`src/rtl/agc_hs_pkg.sv`:
```
package agc_hs_pkg;
  typedef enum logic [1:0] {
    ST_IDLE   = 2'd0,
    ST_SETTLE = 2'd1,
    ST_FORCE  = 2'd2
  } seq_state_t;

  function automatic int clamp_int(input int v, input int lo, input int hi);
    if (v < lo) return lo;
    if (v > hi) return hi;
    return v;
  endfunction
endpackage

```
`src/rtl/agc_req_sync.sv`:
```
module agc_req_sync #(
  parameter int STAGES = 2
) (
  input  logic clk,
  input  logic rst,
  input  logic req_async,
  output logic req_rise,
  output logic req_fall
);
  logic [STAGES:0] chain;

  always_ff @(posedge clk) begin
    if (rst) chain <= '0;
    else     chain <= {chain[STAGES-1:0], req_async};
  end

  assign req_rise = chain[STAGES-1] & ~chain[STAGES];
  assign req_fall = ~chain[STAGES-1] & chain[STAGES];
endmodule

```
`src/rtl/agc_gmax_reg.sv`:
```
module agc_gmax_reg
  import agc_hs_pkg::*;
#(
  parameter int GAIN_W  = 7,
  parameter int GMAX_LO = 54,
  parameter int GMAX_HI = 85
) (
  input  logic              clk,
  input  logic              rst,
  input  logic              wr_en,
  input  logic [GAIN_W-1:0] wr_data,
  output logic [GAIN_W-1:0] ceiling
);
  always_ff @(posedge clk) begin
    if (rst)        ceiling <= GAIN_W'(GMAX_HI);
    else if (wr_en) ceiling <= GAIN_W'(clamp_int(int'(wr_data), GMAX_LO, GMAX_HI));
  end
endmodule

```
`src/rtl/agc_seq_ctrl.sv`:
```
module agc_seq_ctrl
  import agc_hs_pkg::*;
#(
  parameter int GAIN_W     = 7,
  parameter int GAIN_RST   = 85,
  parameter int SHORT_CYC  = 250,
  parameter int FORCE_CYC  = 750,
  parameter int SETTLE_CYC = 500
) (
  input  logic              clk,
  input  logic              rst,
  input  logic              rx_mode,
  input  logic              req_rise,
  input  logic              req_fall,
  input  logic [GAIN_W-1:0] loop_gain,
  input  logic [GAIN_W-1:0] ceiling,
  output logic              done,
  output logic              settling,
  output logic              filt_lo,
  output logic [GAIN_W-1:0] held_gain
);
  localparam int MAX_CYC = (SETTLE_CYC > FORCE_CYC) ? SETTLE_CYC : FORCE_CYC;
  localparam int CNT_W   = $clog2(MAX_CYC + 1);

  seq_state_t       st;
  logic [CNT_W-1:0] cnt;
  logic [GAIN_W-1:0] capped;

  assign capped = (loop_gain > ceiling) ? ceiling : loop_gain;

  always_ff @(posedge clk) begin
    if (rst) begin
      st        <= ST_IDLE;
      cnt       <= '0;
      done      <= 1'b0;
      settling  <= 1'b0;
      filt_lo   <= 1'b0;
      held_gain <= GAIN_W'(GAIN_RST);
    end else if (!rx_mode) begin
      st       <= ST_IDLE;
      cnt      <= '0;
      settling <= 1'b0;
    end else if (req_rise) begin
      st       <= ST_SETTLE;
      cnt      <= '0;
      done     <= 1'b0;
      settling <= 1'b1;
      filt_lo  <= 1'b0;
    end else begin
      case (st)
        ST_SETTLE: begin
          if (req_fall && (cnt < CNT_W'(SHORT_CYC))) begin
            st        <= ST_FORCE;
            cnt       <= '0;
            held_gain <= ceiling;
            filt_lo   <= 1'b1;
          end else if (cnt == CNT_W'(SETTLE_CYC - 1)) begin
            st        <= ST_IDLE;
            cnt       <= '0;
            done      <= 1'b1;
            settling  <= 1'b0;
            held_gain <= capped;
          end else begin
            cnt <= cnt + 1'b1;
          end
        end
        ST_FORCE: begin
          if (cnt == CNT_W'(FORCE_CYC - 1)) begin
            st       <= ST_IDLE;
            cnt      <= '0;
            settling <= 1'b0;
          end else begin
            cnt <= cnt + 1'b1;
          end
        end
        default: begin
          st  <= ST_IDLE;
          cnt <= '0;
        end
      endcase
    end
  end
endmodule

```
`src/rtl/agc_handshake.sv`:
```
module agc_handshake #(
  parameter int GAIN_W      = 7,
  parameter int GMAX_LO     = 54,
  parameter int GMAX_HI     = 85,
  parameter int CLK_MHZ     = 250,
  parameter int SETTLE_CYC  = 500,
  parameter int SYNC_STAGES = 2
) (
  input  logic              clk,
  input  logic              rst,
  input  logic              rx_mode,
  input  logic              agc_req,
  input  logic              gmax_we,
  input  logic [GAIN_W-1:0] gmax_wdata,
  input  logic              manual_en,
  input  logic [GAIN_W-1:0] manual_gain,
  input  logic [GAIN_W-1:0] loop_gain,
  output logic [GAIN_W-1:0] gain_code,
  output logic [GAIN_W-1:0] gmax_val,
  output logic              done,
  output logic              settling,
  output logic              filt_lo
);
  localparam int SHORT_CYC = CLK_MHZ;
  localparam int FORCE_CYC = 3 * CLK_MHZ;

  logic              req_rise;
  logic              req_fall;
  logic [GAIN_W-1:0] held_gain;

  agc_req_sync #(.STAGES(SYNC_STAGES)) u_sync (
    .clk(clk), .rst(rst), .req_async(agc_req),
    .req_rise(req_rise), .req_fall(req_fall)
  );

  agc_gmax_reg #(.GAIN_W(GAIN_W), .GMAX_LO(GMAX_LO), .GMAX_HI(GMAX_HI)) u_gmax (
    .clk(clk), .rst(rst), .wr_en(gmax_we), .wr_data(gmax_wdata), .ceiling(gmax_val)
  );

  agc_seq_ctrl #(
    .GAIN_W(GAIN_W), .GAIN_RST(GMAX_HI), .SHORT_CYC(SHORT_CYC),
    .FORCE_CYC(FORCE_CYC), .SETTLE_CYC(SETTLE_CYC)
  ) u_seq (
    .clk(clk), .rst(rst), .rx_mode(rx_mode), .req_rise(req_rise), .req_fall(req_fall),
    .loop_gain(loop_gain), .ceiling(gmax_val), .done(done), .settling(settling),
    .filt_lo(filt_lo), .held_gain(held_gain)
  );

  always_ff @(posedge clk) begin
    if (rst)            gain_code <= GAIN_W'(GMAX_HI);
    else if (manual_en) gain_code <= manual_gain;
    else                gain_code <= held_gain;
  end
endmodule

```
`config.mk`:
```
export PLATFORM = sky130hd
export DESIGN_NAME = agc_handshake
export DESIGN_NICKNAME = d
export VERILOG_FILES = /design/src/rtl/agc_hs_pkg.sv /design/src/rtl/agc_req_sync.sv /design/src/rtl/agc_gmax_reg.sv /design/src/rtl/agc_seq_ctrl.sv /design/src/rtl/agc_handshake.sv
export SDC_FILE = /design/constraint.sdc
export NUM_CORES = 1
export LEC_CHECK = 0
export BUFFER_PORTS_ARGS = -buffer_cell sky130_fd_sc_hd__buf_2
export CAP_MARGIN = 20
export CORE_MARGIN = 2
export CORE_UTILIZATION = 35
export CTS_BUF_LIST = sky130_fd_sc_hd__clkbuf_8
export DETAILED_ROUTE_END_ITERATION = 10
export GPL_TIMING_DRIVEN = 0
export PLACE_DENSITY = 0.64
export SLEW_MARGIN = 30
export SYNTH_ARGS = -nofsm -noshare
export SYNTH_HDL_FRONTEND = slang
export SYNTH_SLANG_ARGS = --single-unit
```
`constraint.sdc`:
```
create_clock -name clk -period 2 [get_ports clk]
set_input_delay 0.4 -clock clk [delete_from_list [all_inputs] [get_ports clk]]
set_output_delay 0.4 -clock clk [all_outputs]
set_load 0.02 [all_outputs]
```
==> results of run 1 <==
[worst max path at each step]
stage | from | to | slack [ns] | cells after the start
after detailed placement | loop_gain[6] | u_seq.held_gain[5] | -0.13 | 7
after floorplan | u_gmax.ceiling[6] | u_seq.held_gain[2] | 0.12 | 7
after global placement | loop_gain[6] | u_seq.held_gain[1] | -0.13 | 7
after CTS | u_gmax.ceiling[4] | u_seq.held_gain[0] | 0.006 | 7
final | u_gmax.ceiling[2] | u_seq.held_gain[3] | 0.03 | 8
after global routing | u_gmax.ceiling[2] | u_seq.held_gain[3] | -0.15 | 8
[logic make-up after synthesis]
group	share of synthesized area (%)
AOI/OAI and AO/OA	18.7
xor gates and xnor gates	3.68
adders and majority gates	7.23
buffers and inverters	4.99
DFF	41.0
muxes	2.10
and+or+nand+nor	22.3
[state kept, by name (all words and copies together), names as in the netlist]
register and flops:
gain_code 7, u_gmax.ceiling 7, u_seq.cnt 10, u_seq.done 1, u_seq.filt_lo 1, u_seq.held_gain 7
u_seq.settling 1, u_seq.st 2, u_sync.chain 3
[placed cells by master (no fill, tap or decap), drive strengths merged, types with 8 or more instances in the layout]
| cell type | n |
|---|---|
| dfxtp | 39 |
| o21ai | 12 |
| a21oi | 10 |
| a211oi | 9 |
| ha | 11 |
| nor2 | 23 |
| inv | 13 |
| nor3 | 8 |
| clkbuf | 10 |
| buf | 49 |
| nand2 | 8 |
| nor2b | 10 |
[worst max-delay path, delay by kind of cell, from the launching register on]
| family | cells | cell delay [ns] |
|---|---|---|
| AO/OA/AOI/OAI | 3 | 0.56 |
| adder cells (fa/ha/maj) | 1 | 0.31 |
| buffers and inverters | 2 | 0.20 |
| flip-flops | 1 | 0.37 |
| AND/OR/NAND/NOR | 2 | 0.41 |
[per-stage QoR]
| stage | setup slack (ns) | area (µm²) | total power, mW |
|---|---|---|---|
| floorplan | 0.123 | 1900 | 0.931 |
| global placement | -0.133 | 2210 | 1.00 |
| detailed placement | -0.128 | 2210 | 1.00 |
| CTS | 0.00607 | 2310 | 1.53 |
| global route | -0.150 | 2430 | 1.62 |
| finish | 0.0342 | 2430 | 1.54 |
[area by class of cell]
type | instances | area (µm²)
plain buffers | 8 | 48.8
clock buffers | 5 | 68.8
clock inverters | 3 | 20.0
fillers | 498 | 2740
inverters | 13 | 48.8
multi-input cells | 155 | 1120
flip-flops and latches | 39 | 793
well taps | 70 | 87.6
repair buffers | 46 | 238
[power breakdown]
part           internal (mW)  switching [mW]
clock                  0.242           0.282
combinational         0.0873           0.120
sequential             0.794          0.0120
[layer usage]
metal  global-route usage, %  vias up
li1                        -      882
met1                    19.0      788
met2                    22.9       47
met3                    4.30        4
met4                    5.36        0
met5                       0        -
[repair_timing]
item,in CTS,in global routing
endpoints found under the setup margin,6,16
gates resized for setup,4,29
endpoints found under the hold margin,0,0
setup buffers,0,3
pin swaps,0,4
cloned,0,1
==> impl_summary.md, run 1 <==
Yosys
Among all cell types in the netlist, the one instantiated most often is sky130_fd_sc_hd__dfxtp_1. The number of synthesized flops with an enable pin is 0. The dominant synthesized flop cell is sky130_fd_sc_hd__dfxtp_1. The commonest cells after synthesis are 39 x sky130_fd_sc_hd__dfxtp_1, 23 x sky130_fd_sc_hd__nor2_1, 13 x sky130_fd_sc_hd__inv_1. Synthesis inferred 39 register bits.

The synthesized design spends more area on one cell type than any other, namely sky130_fd_sc_hd__dfxtp_1. The fraction of the yosys area taken by sequential cells is between 40% and 50%. The proportion of register bits with asynchronous set or reset after synthesis is 0%. By area the synthesized netlist is led by sky130_fd_sc_hd__dfxtp_1 41%, sky130_fd_sc_hd__ha_1 7.2%, sky130_fd_sc_hd__nor2_1 4.5%. The instance count of the mapped netlist is 214. The area share of the largest cell type after synthesis is approximately two fifths. The number of distinct standard cells referenced by the synthesized netlist is 44.

The synthesized netlist net count is 252. The average instance in the mapped netlist occupies a little under 9 µm². The number of warning messages in the yosys log is 0. The mapped netlist covers 1900 µm².

Final layout
The count of non-filler cells in the finished layout is ~340. Measured on the finished design, the core utilization comes to roughly 47%. The ratio of cells with drive above 1 in the final layout is about a third. The antenna diode count is 0. In the final design database the tool counted 306 nets.

The layout overhead on the synthesized area is 27.5%.

Detailed routing
The number of violations reported at the end of detailed-routing iteration 0 is 130. For this run, the detailed router's first-pass iteration total came to 4. The count of nets left with antenna violations once routing finished came out at 0. The routed design has ~4300 µm of wire.

For this block, the via count after detailed routing is around 1700. The detailed router put a total of slightly above 2000 µm of wire on met1. The detailed-routed wire length on met2 is between 2000 and 2500 µm. In the routed layout, each cell is associated on average with a via count of just over 5. The wire length on met3 is about 250 µm. The average wire per cell in the routed design is around 13 µm. After detailed routing, the number of remaining DRC violations is 0. After detailed routing, no signal wire sits above met4.

Floorplanning
The floorplan has 26 rows. The die outline area is roughly 6000 µm². The initial standard-cell utilization of the core is 36.8%. The floorplan step set the die height to 77.8 µm. During I/O placement, the number of pins put on the boundary was 44. The horizontal die dimension is slightly below 80 µm.

The placeable core region is around 5200 µm².

Worst setup path
The element type at the critical path end is a flip-flop. STA puts the critical path data arrival time at 2.13 ns. STA puts the critical path data required time at between 2 and 2.5 ns.

The worst flop-to-flop path endpoint is u_seq.held_gain[3]. By startpoint and endpoint, the worst setup path is classified as flip-flop to flip-flop. The critical path goes through inv_1 > ha_1 > a21oi_1 > a21oi_2 > buf_4 > o22ai_2 > nor4b_2 > nor4_2. The largest incremental delay on the critical path is between 0.3 and 0.4 ns. The startpoint class of the critical path is a flip-flop. For flop-to-flop paths, the worst setup slack is 0.03 ns. The maximum net fanout on the critical path is 5.

The number of cells traversed by the worst register-to-register path is 8. For this design, the slowest cell found on the critical path is sky130_fd_sc_hd__dfxtp_2. The worst register-to-register path begins at u_gmax.ceiling[2].

Global routing
The total overflow left after global routing is 0. The total routing usage reported by global routing is ~15%. The first global-routing pass estimated ~7100 µm of wire. The initial antenna violation count was 0. The via count of the first global-routing pass was ~1600. The pin count of the biggest net entering global routing is 14.

Clocking
The TritonCTS clock tree is built. After clock tree synthesis, the flow added hold-fix buffers numbering 0. Counting the buffers created by CTS gives 5.

The clock tree synthesis step divided the H-tree into 2 levels. The tree is rooted in a sky130_fd_sc_hd__clkbuf_8. The clock latency on the worst-skew pair is between 0.2 and 0.3 ns. The worst-case clock buffer depth is 2. The clock slew seen by the registers of the worst setup and hold paths is roughly 0.08 ns.

The total clock sinks is 39.

STA
The share of the clock period used by the worst path after layout is just under 100%. The count of final hold-check violations is 0. The worst max-slew margin expressed relative to the limit is 54.8%. Setup total negative slack on the finished layout was measured at 0 ns. At the pin with the least slew margin, the transition time is 0.674 ns.

The worst path needs approximately 2.0 ns of the cycle, external delays included. Based on the critical path, the design can be clocked at up to roughly 0.5 GHz. Setup violations remaining at the end of the flow were counted as 0. On the final layout, the worst clock skew is between 0.005 and 0.006 ns.

Final hold analysis gives a worst-case slack of just over 0.3 ns. The final number of max-transition violations is 0.

Placement
The number of placed instances with taps included is between 300 and 400. The total of buffers placed on input and output ports is 43. At the end of routability-driven placement, the weighted congestion stood at roughly 0.84. Once detailed placement completed, the half-perimeter wirelength came to 3050 µm.

Power and ir drop
The static power due to leakage is between 0.9 and 1 nW. The power density of the placed cells is 633 nW/µm². The worst-case vdd ir drop is around 0.27 mV.

Worst hold path
The hold-critical path depth is 2. The worst hold path belongs to the class input pin to flip-flop. The startpoint of the worst hold path is manual_gain[6]. The worst hold path terminates at gain_code[6].

Status
The run finished with clean final reports.

Job
The tool flagged a number of max-cap violations equal to 0.
Note: power is estimated with default switching activity, not from simulation.
==> inputs of run 2 (changes only) <==
Settings changed: HOLD_SLACK_MARGIN set to 0.1, MAX_ROUTING_LAYER set to met4.
==> run 2 against run 1 <==
- sequential power is essentially flat
- wire length is 0.85% lower
- worst hold slack better by 0.0018 ns
- die area did not move
- first-iteration DRC count shrank 10%
- sequential share of layout area did not move
- clock-buffer cell count is the same
- cell area is the same
- highest routed layer unchanged
==> impl_summary.md, run 2 (same netlist as run 1, synthesis figures left out) <==
Final layout
The layout net count came to 306 (unchanged). The ratio of cells with drive above 1 in the final layout came to 31.6% (unchanged). The most common cell after layout, fill and taps aside is sky130_fd_sc_hd__buf_2. The layout overhead on the synthesized area is 27.5% (unchanged).

The register containing the most flip-flops in the final layout is u_seq.cnt. The number of flip-flops under the largest register name came to 10 (unchanged). The antenna diode count was 0 (unchanged).

In the layout the commonest cells are 43 x sky130_fd_sc_hd__buf_2, 29 x sky130_fd_sc_hd__dfxtp_1, 23 x sky130_fd_sc_hd__nor2_1.

Worst setup path
The source of the worst register-to-register timing path is u_gmax.ceiling[2]. The number of cells traversed by the worst register-to-register path is 8 (unchanged). The setup slack on the worst flop-to-flop path was 0.04 ns (about the same).

The worst setup path endpoint is u_seq.held_gain[3]. The worst register-to-register path ends at u_seq.held_gain[3]. The element type at the critical path end is a flip-flop. The data required time at the worst endpoint was 2.16 ns (about the same). The cell with the largest stage delay on the worst path is sky130_fd_sc_hd__dfxtp_2. The maximum net fanout on the critical path is 5 (unchanged).

The startpoint class of the critical path is a flip-flop. The signal on the critical path passes through inv_1 > ha_1 > a21oi_1 > a21oi_2 > buf_4 > o22ai_2 > nor4b_2 > nor4_2. The critical setup path kind is flip-flop to flip-flop. Tracing the worst setup path back leads to its startpoint at u_gmax.ceiling[2].

The largest incremental delay on the critical path is 0.37 ns (about the same). The worst path arrival time came to 2.12 ns (about the same).

Power and ir drop
The worst-case vdd ir drop was 0.266 mV (-0.48%). The static power due to leakage is 0.962 nW (unchanged). The overall power consumption is 1.53 mW (-0.30%). The power density of the placed cells is 631 nW/µm² (-0.30%).

Detailed routing
The aggregate routed wire length is 4300 µm (-0.85%). The number of violations reported at the end of detailed-routing iteration 0 is 117 (-10%). The number of iterations in the first detailed-routing pass was 4 (unchanged). The remaining design rule violation count was 0 (unchanged). The ratio of routed vias to standard cells came to 5.04 (-0.76%). The total number of vias is 1708 (-0.76%). The antenna violation net count after detailed routing came to 0 (unchanged). The average wire per cell in the routed design is 12.7 µm (-0.85%).

STA
The final worst clock skew is 0.00533 ns (+0.0000188 ns). The share of the clock period used by the worst path after layout was 97.9% (-0.36 points). The worst setup margin is 0.0414 ns (+0.00722 ns). The worst max-slew margin expressed relative to the limit came to 56.6% (+1.8 points). The maximum frequency from static timing analysis was 0.511 GHz (+0.37%).

The count of final hold-check violations came to 0 (unchanged). The worst-margin pin slew is 0.646 ns (-0.0272 ns). The final number of max-transition violations came to 0 (unchanged).

The final critical-path required period came to 1.96 ns (-0.00722 ns). The total setup violations reported at the end of the flow is 0 (unchanged).

Global routing
The via count of the first global-routing pass is 1582 (+0.063%). The global-route wire length before repair came to 7070 µm (about the same). The initial antenna violation count is 0 (unchanged).

The remaining global-route overflow is 0 (unchanged). The total routing usage reported by global routing is 15.0% (+0.40 points). The pin count of the biggest net entering global routing came to 14 (unchanged).

Clocking
The number of buffers added to fix hold violations after cts was 0 (unchanged). The clock latency on the worst-skew pair is 0.29 ns (about the same). The CTS H-tree depth was 2 (unchanged). The total clock sinks is 39 (unchanged). The clock slew seen by the registers of the worst setup and hold paths is 0.08 ns (about the same).

Clock tree synthesis selected as its root buffer the cell sky130_fd_sc_hd__clkbuf_8. The worst-case clock buffer depth is 2 (unchanged). The number of buffers created by CTS came to 5 (unchanged). TritonCTS built the clock tree.

Worst hold path
The worst hold-check path type is input pin to flip-flop.

Floorplanning
The die outline area came to 6050 µm² (unchanged). The row count is 26 (unchanged). The total I/O pin count is 44 (unchanged).

The die height was 77.8 µm (unchanged). The horizontal die dimension came to 77.8 µm (unchanged). The placeable core region came to 5170 µm² (unchanged). The initial standard-cell utilization of the core came to 36.8% (unchanged).

Status
The run finished with clean final reports.

Placement
The final weighted congestion in routability-driven placement is 0.848 (+1.5%). The setup slack at placement came to -0.128 ns (unchanged). The total of buffers placed on input and output ports is 43 (unchanged). The HPWL after detailed placement came to 3050 µm (unchanged).

Job
The number of violations of the max-capacitance limit was 0 (unchanged).
## run 2: cell counts in the layout (fill, tap and decap cells not counted)
Identical to the previous run, type by type.
## run 2: what timing repair did
| item | 4_1_cts | 5_1_grt |
|---|---|---|
| gates cloned | 0 | 1 |
| setup buffers | 0 | 3 |
| setup endpoints to repair | 6 | 16 |
| resized for setup | 4 | 29 |
| pin swaps | 0 | 4 |
## run 2: worst min path at each step
stage	startpoint	end	slack (ns)	depth (start not counted)
2_1_floorplan	u_sync.chain[0]	u_sync.chain[1]	0.41	1
3_3_place_gp	u_sync.chain[0]	u_sync.chain[1]	0.42	1
3_5_place_dp	u_sync.chain[0]	u_sync.chain[1]	0.43	1
4_1_cts	manual_gain[6]	gain_code[6]	0.31	2
5_1_grt	manual_gain[6]	gain_code[6]	0.30	2
6_report	manual_gain[6]	gain_code[6]	0.31	2
## run 2: cell type report
type | instances | area [µm²]
inverter | 13 | 48.8
fill | 498 | 2740
timing repair buffer | 46 | 238
multi-input combinational | 155 | 1120
clock buffer | 5 | 68.8
buffer | 8 | 48.8
clock inverter | 3 | 20.0
sequential | 39 | 793
tap | 70 | 87.6
## run 2: worst max-delay path, delay by kind of cell (launching register included)
kind,cells,cell delay (ns)
AO/OA/AOI/OAI,3,0.55
AND/OR/NAND/NOR,2,0.41
flip-flops,1,0.37
adder cells (fa/ha/maj),1,0.31
buffers and inverters,2,0.20
## run 2: layer usage
metal | GRT usage [%] | part of all wire [%]
met1 | 19.0 | 47
met2 | 22.9 | 47
met3 | 4.30 | 5.3
met4 | 5.36 | 1.0
met5 | - | 0
## run 2: through the flow
| step | hold slack, ns | setup TNS, ns | cell area (µm²) | utilization, % | instances |
|---|---|---|---|---|---|
| floorplan | 0.414 | 0 | 1900 | - | 214 |
| global placement | 0.419 | -0.673 | 2210 | 42.7 | 327 |
| detailed placement | 0.430 | -0.709 | 2210 | 42.7 | 327 |
| CTS | 0.305 | 0 | 2310 | 44.6 | 335 |
| global route | 0.298 | -0.422 | 2430 | 47.0 | 339 |
| finish | 0.309 | 0 | 2430 | 47.0 | 339 |
## run 2: where the power goes
group          internal (mW)  leakage, nW  switching [mW]  total, mW
Sequential             0.794        0.321          0.0119      0.805
Combinational         0.0874        0.601           0.119      0.207
Clock                  0.242       0.0402           0.278      0.520
Total                   1.12        0.962           0.409       1.53
